`src/rtl/eprom_pkg.sv`:
```
package eprom_pkg;

   typedef enum logic [3:0] {
      MD_STANDBY  = 4'd0,
      MD_OUTOFF   = 4'd1,
      MD_READ     = 4'd2,
      MD_IDENT    = 4'd3,
      MD_PROGRAM  = 4'd4,
      MD_PGMIDLE  = 4'd5,
      MD_VERIFY   = 4'd6,
      MD_INHIBIT  = 4'd7,
      MD_ILLEGAL  = 4'd8
   } eprom_mode_e;

   // Combinational mode selection from the sampled control flags.
   function automatic eprom_mode_e pick_mode(input logic cs_n,
                                             input logic gate_n,
                                             input logic strobe_n,
                                             input logic vpp_hi,
                                             input logic id_hv);
      eprom_mode_e m;
      if (!cs_n && !gate_n && !strobe_n) begin
         m = MD_ILLEGAL;
      end else if (!vpp_hi) begin
         if (cs_n)        m = MD_STANDBY;
         else if (gate_n) m = MD_OUTOFF;
         else             m = id_hv ? MD_IDENT : MD_READ;
      end else begin
         if (cs_n)           m = MD_INHIBIT;
         else if (!strobe_n) m = MD_PROGRAM;
         else if (!gate_n)   m = MD_VERIFY;
         else                m = MD_PGMIDLE;
      end
      return m;
   endfunction

endpackage

```
`src/rtl/eprom_out_mux.sv`:
```
module eprom_out_mux
   import eprom_pkg::*;
#(
   parameter int          DATA_W   = 8,
   parameter bit          OUT_REG  = 1'b0,
   parameter logic [7:0]  MFR_ID   = 8'h20,
   parameter logic [7:0]  DEV_ID   = 8'h61
) (
   input  logic              clk,
   input  logic              rst_n,
   input  eprom_mode_e       mode,
   input  logic              busy,
   input  logic              sel_bit0,
   input  logic [DATA_W-1:0] arr_data,
   output logic [DATA_W-1:0] dout,
   output logic              dout_en
);

   logic [DATA_W-1:0] nxt_data;
   logic              nxt_en;

   always_comb begin
      nxt_en   = 1'b0;
      nxt_data = '0;
      if (!busy) begin
         unique case (mode)
            MD_READ, MD_VERIFY: begin
               nxt_en   = 1'b1;
               nxt_data = arr_data;
            end
            MD_IDENT: begin
               nxt_en   = 1'b1;
               nxt_data = DATA_W'(sel_bit0 ? DEV_ID : MFR_ID);
            end
            default: ;
         endcase
      end
   end

   generate
      if (OUT_REG) begin : g_reg
         always_ff @(posedge clk or negedge rst_n) begin
            if (!rst_n) begin
               dout    <= '0;
               dout_en <= 1'b0;
            end else begin
               dout    <= nxt_data;
               dout_en <= nxt_en;
            end
         end
      end else begin : g_comb
         always_comb begin
            dout    = nxt_data;
            dout_en = nxt_en;
         end
      end
   endgenerate

endmodule

```
`config.mk`:
```
export PLATFORM = sky130hd
export DESIGN_NAME = eprom_out_mux
export DESIGN_NICKNAME = d
export VERILOG_FILES = /design/src/rtl/eprom_pkg.sv /design/src/rtl/eprom_out_mux.sv
export SDC_FILE = /design/constraint.sdc
export NUM_CORES = 1
export LEC_CHECK = 0
export BUFFER_PORTS_ARGS = -buffer_cell sky130_fd_sc_hd__buf_4
export CAP_MARGIN = 20
export CORE_AREA = 10 10 47 49
export DETAILED_ROUTE_END_ITERATION = 10
export DIE_AREA = 0 0 57 59
export GPL_TIMING_DRIVEN = 1
export PLACE_DENSITY_LB_ADDON = 0.08
export SLEW_MARGIN = 10
export SYNTH_ARGS = -nofsm -noshare
export SYNTH_HDL_FRONTEND = slang
export SYNTH_SLANG_ARGS = --single-unit
```
`constraint.sdc`:
```
create_clock -name vclk -period 1.3
set_input_delay 0.065 -clock vclk [all_inputs]
set_output_delay 0.065 -clock vclk [all_outputs]
set_load 0.1 [all_outputs]
```
==> summary.txt, run 1 <==
Floorplan
  – Die Width: 57 um
  – Cell Rows: 14
  – Initial core utilization: 8.125%
  – I/O pins: 25
  – Die Y: 59 um
  – Core Region: 1401 um2
  – Die area: 3363 um2

Route
  – DRC viols: 0
  – Vias: 202
  – Starting DRT DRC Count: 3
  – Post-Route WL: 697 um
  – Routed Antenna Nets: 0
  – Routed wire per std cell: 12.67 um
  – DR vias/cell: 3.673
  – Detailed Routing Iterations Pass 1: 4

Outcome
  – Status: finished clean

Clocking
  – Post-CTS Resized: 0
  – Postcts setup bufs: 0
  – Hold Buf Count CTS: 0

Min path
  – Hold Crit Depth: 3
  – Class of the worst hold path: in2out
  – Min-Delay Endpoint: dout_en
  – Hold path startpoint: mode[2]

Power and ir drop
  – Reg power frac: 0%
  – Sw Share: 59.56%
  – Pwr/cell area: 342.7 nW/um2
  – Comb power frac: 100.0%
  – Sw Pwr: 64.87 uW
  – Static Leak: 0.1521 nW
  – Clk network pwr share: 0%
  – Tot Pwr: 108.9 uW
  – Internal Power: 44.04 uW
  – Worst VDD drop: 0.06682 mV

Logic synthesis
  – Post-Syn Area: 113.9 um2
  – Main combinational cell family by area after synthesis: simple AND/OR/NAND/NOR gates
  – Post-synthesis compound-gate area fraction: 20.88%
  – Synth area leaders: and2_1 (27%), nand2b_1 (22%), a21oi_1 (13%)
  – Cell with the most instances after synthesis: and2_1
  – Yosys top cell by area: and2_1
  – Syn Inst Count: 16
  – Mux cell area share after synthesis: 0%
  – Synthesized area per cell: 7.116 um2
  – Synth cell count leaders: and2_1 (5), nand2b_1 (4), a21oi_1 (3)
  – Seq/Total Area, Yosys: 0%
  – Synth unique cells: 7
  – Ys Warns: 0
  – Synth Area in Simple Gates: 79.12%
  – Synth Area in XOR/XNOR: 0%
  – Top-area cell type share of the netlist area: 27.47%
  – Adder-cell area share of the yosys netlist: 0%
  – Synthesized net count: 32

Setup path
  – CP max FO: 5
  – CP required: 1.24 ns
  – Startpoint Class: input pin
  – Capturing element type of the critical path: output pin
  – Worst Path Arrival: 1.03 ns
  – Crit Path Class: in2out

STA
  – Post-route minimum period: 1.097 ns
  – RSZ-0062 raised after global routing: false
  – Peak Freq: 911.6 MHz
  – Final Hold Viols: 0
  – Final Slew Violations: 0
  – Worst slew margin: 77.66%
  – PnR worst setup slack: 0.2031 ns
  – Final Setup Violations: 0
  – Final Cycle Share: 84.38%
  – Worst-Margin Slew: 0.3342 ns

GRT
  – Grt total ovfl: 0
  – First-pass GRT wire length: 986 um
  – Largest net degree at the start of global routing: 8
  – GR Util All Layers: 3.399%
  – Vias in the first global route: 237
  – Initial antenna violation count: 0

Cells and area
  – Sequential cell area: 0 um2
  – Ant. Diodes: 0
  – Num sequential: 0
  – Non-filler cells, final: 55
  – Share of layout cells above drive strength 1: 74.36%
  – Final nets: 57
  – Post-route cell area: 317.8 um2
  – Synth-to-Final Area Change: 179.1%
  – # clk buffers: 0
  – Fin util: 22.68%

Place
  – Port-buffer cells: 23
  – GPL Wtd Cong: 0.6075
  – Dpl cells: 55
  – Pre-CTS WS: 0.1813 ns
  – DP Wirelength: 648.4 um
  – DP Area: 317.8 um2

Flow run
  – Maxcap violations: 0
==> power groups by stage <==
stage,registers [mW],clock network [mW],logic (mW)
global placement,0,0,0.109
detailed placement,0,0,0.110
CTS,0,0,0.110
finish,0,0,0.109
floorplan,0,0,0.0616
global route,0,0,0.115
==> cell type report <==
type / count / area (um2)
Tap cell: 16 / 20.02
Multi-Input combinational cell: 16 / 125.1
Fill cell: 176 / 1084
Timing Repair Buffer: 23 / 172.7
==> cells in the final DEF, fill, tap and decap left out <==
cell type   n
nor4b_2     1
or3b_4      1
nand3b_1    1
a21oi_2     4
nand2b_1    4
buf_4      23
and2_1      5
==> per-stage QoR <==
stage	hold slack (ns)	TNS, ns
2_1_floorplan	0.3947	-0.3807
3_3_place_gp	0.4872	0
3_5_place_dp	0.4892	0
4_1_cts	0.4901	0
5_1_grt	0.5009	0
6_report	0.4892	0
==> routing by layer <==
layer  GRT usage (%)  share of wire [%]
met1           2.582                 29
met2           8.527                 69
met3          0.4292                2.4
met4               0                  0
met5               0                  0
==> worst max-delay path by stage <==
stage	startpoint	endpoint	slack, ns
2_1_floorplan	busy	dout[0]	-0.1
3_3_place_gp	busy	dout[1]	0.20
3_5_place_dp	busy	dout[7]	0.18
4_1_cts	busy	dout[7]	0.18
5_1_grt	busy	dout[1]	0.1
6_report	busy	dout[7]	0.20
==> cells by family (layout without fill, tap and decap cells) <==
kind of cell           after synthesis  after routing
buffers and inverters                0             23
AO/OA/AOI/OAI                        4              4
AND/OR/NAND/NOR                     12             12
==> critical path: stages <==
cell,delay [ns]
buf_4,0.12
nor4b_2,0.37
and2_1,0.19
buf_4,0.29
(Power assumes the default switching activity.)
==> run 2: changes to the inputs <==
Settings changed: ABC_AREA set to 1.
Clock period 1.3 ns to 1.05 ns, I/O delays scaled along.
==> run 2 against run 1 <==
  * Power up 33%
  * Worst hold slack improved by 0.030 ns
  * Setup slack worse by 0.065 ns
  * Non-clock buffer count stayed put
  * Highest routed layer unchanged
  * Cell count up 24%
  * Sequential cell count did not move
  * Combinational power grew 33%
  * Utilization up 2.1 points
  * Critical path depth rose by 3
  * Global-route usage rose by 0.23 points
  * First-iteration DRC count is 33% higher
  * Largest power group unchanged
  * Sequential share of layout area is the same
  * Largest cell class unchanged
==> summary.txt, run 2 <==
Logic synthesis
  – Ys Warns: 0
  – Cell with the most instances after synthesis: inv_1
  – Synthesized area per cell: 4.789 um2
  – Synth area leaders: inv_1 (24%), nor2_1 (19%), nand4_1 (14%)
  – Post-Syn Area: 138.9 um2
  – Yosys top cell by area: inv_1
  – Synthesized net count: 45
  – Top-area cell type share of the netlist area: 24.32%
  – Seq/Total Area, Yosys: 0%
  – Synth cell count leaders: inv_1 (9), nor2_1 (7), nand2_1 (4), nand4_1 (3), inv_2 (2)
  – Syn Inst Count: 29
  – Synth unique cells: 9

Cells and area
  – Sequential cell area: 0 um2
  – Synth-to-Final Area Change: 149.5%
  – # clk buffers: 0
  – Most frequent cells in the layout: buf_4 (23), inv_1 (9), nor2_2 (6)
  – Post-route cell area: 346.6 um2
  – Ant. Diodes: 0
  – Multi-input gate area: 112.6 um2
  – Fin util: 24.73%
  – Num sequential: 0
  – FILL cells: 173
  – Share of layout cells above drive strength 1: 65.38%
  – Final nets: 70
  – Most common library cell in the layout ignoring fill and taps: buf_4

Floorplan
  – Die area: 3363 um2
  – Die Width: 57 um
  – Die Y: 59 um
  – Cell Rows: 14
  – Core Region: 1401 um2
  – I/O pins: 25
  – Initial core utilization: 9.911%

STA
  – Peak Freq: 1096 MHz
  – Worst-Margin Slew: 0.2843 ns
  – Post-route minimum period: 0.9122 ns
  – Final Setup Violations: 0
  – Worst slew margin: 81.20%
  – Final Slew Violations: 0
  – Final Cycle Share: 86.88%
  – Final Hold Viols: 0
  – PnR worst setup slack: 0.1378 ns
  – RSZ-0062 raised after global routing: false

Setup path
  – Worst Path Arrival: 0.86 ns
  – CP required: 1.00 ns
  – Capturing element type of the critical path: output pin
  – Cell chain of the critical path: buf_4, inv_1, nand2_2, inv_2, nand3_4, nor2_2, buf_4
  – CP max stage delay: 0.29 ns
  – Startpoint Class: input pin
  – Critical path's slowest cell: buf_4
  – CP max FO: 5
  – CP most frequent cell: buf_4
  – Crit Path Class: in2out

Place
  – DP Wirelength: 659.2 um
  – Port-buffer cells: 23
  – GPL Wtd Cong: 0.6303
  – Pre-CTS WS: 0.1233 ns
  – DP Area: 346.6 um2

GRT
  – Vias in the first global route: 275
  – GR Util All Layers: 3.629%
  – Initial antenna violation count: 0
  – First-pass GRT wire length: 1083 um
  – Grt total ovfl: 0
  – Largest net degree at the start of global routing: 6

Route
  – Routed Antenna Nets: 0
  – Vias: 257
  – Detailed Routing Iterations Pass 1: 4
  – Post-Route WL: 688 um
  – Starting DRT DRC Count: 4
  – Routed wire per std cell: 10.12 um
  – DR vias/cell: 3.779
  – DRC viols: 0

Flow run
  – Maxcap violations: 0

Clocking
  – Postcts setup bufs: 0
  – Hold Buf Count CTS: 0
  – Post-CTS Resized: 0

Power and ir drop
  – Tot Pwr: 144.9 uW
  – Sw Share: 63.85%
  – Worst VDD drop: 0.08888 mV
  – Clk network pwr share: 0%
  – Reg power frac: 0%
  – Pwr/cell area: 418.0 nW/um2
  – Comb power frac: 100.0%
  – Static Leak: 0.2211 nW
  – Internal Power: 52.38 uW
  – Sw Pwr: 92.50 uW

Outcome
  – Status: finished clean

Min path
  – Class of the worst hold path: in2out
==> run 2: final timing paths <==
path,start,depth (start not counted),end,slack (ns)
worst max-delay path,mode[3],7,dout[2],0.14
worst min-delay path,arr_data[4],4,dout[4],0.52
==> run 2: area by class of cell <==
class	count	share of cell area [%]
Inverter	11	11.91
Tap cell	16	5.776
Multi-Input combinational cell	18	32.49
Timing Repair Buffer	23	49.82
==> run 2: kinds of logic (layout without fill, tap and decap cells) <==
family,after synthesis,in the layout,synth area share [%]
and+or+nand+nor,16,16,60.37
buffers and inverters,11,34,29.73
AOI/OAI and AO/OA,2,2,9.908
==> run 2: stage by stage <==
stage | hold WS [ns] | std cells | TNS, ns
detailed placement | 0.5219 | 68 | 0
global route | 0.5400 | 68 | 0
CTS | 0.5237 | 68 | 0
finish | 0.5197 | 68 | 0
global placement | 0.5179 | 68 | 0
floorplan | 0.3391 | 29 | -0.7403
==> run 2: power by group through the flow <==
| stage | sequential (mW) | clock [mW] | combinational, mW |
|---|---|---|---|
| after global placement | 0 | 0 | 0.147 |
| after global routing | 0 | 0 | 0.155 |
| after floorplan | 0 | 0 | 0.0872 |
| after CTS | 0 | 0 | 0.147 |
| final | 0 | 0 | 0.145 |
| after detailed placement | 0 | 0 | 0.147 |
==> run 2: metal layers <==
metal  global-route usage [%]  wire [um]  vias up
met4                        0          0        0
met3                    2.361        101        0
met5                        0          0        -
met2                    7.132        341       16
met1                    3.203        244      110
li1                         -          -      131
==> run 2: critical path: cells and delay by family <==
kind                   cells  cell delay, ns
buffers and inverters      4            0.53
AND/OR/NAND/NOR            3            0.27
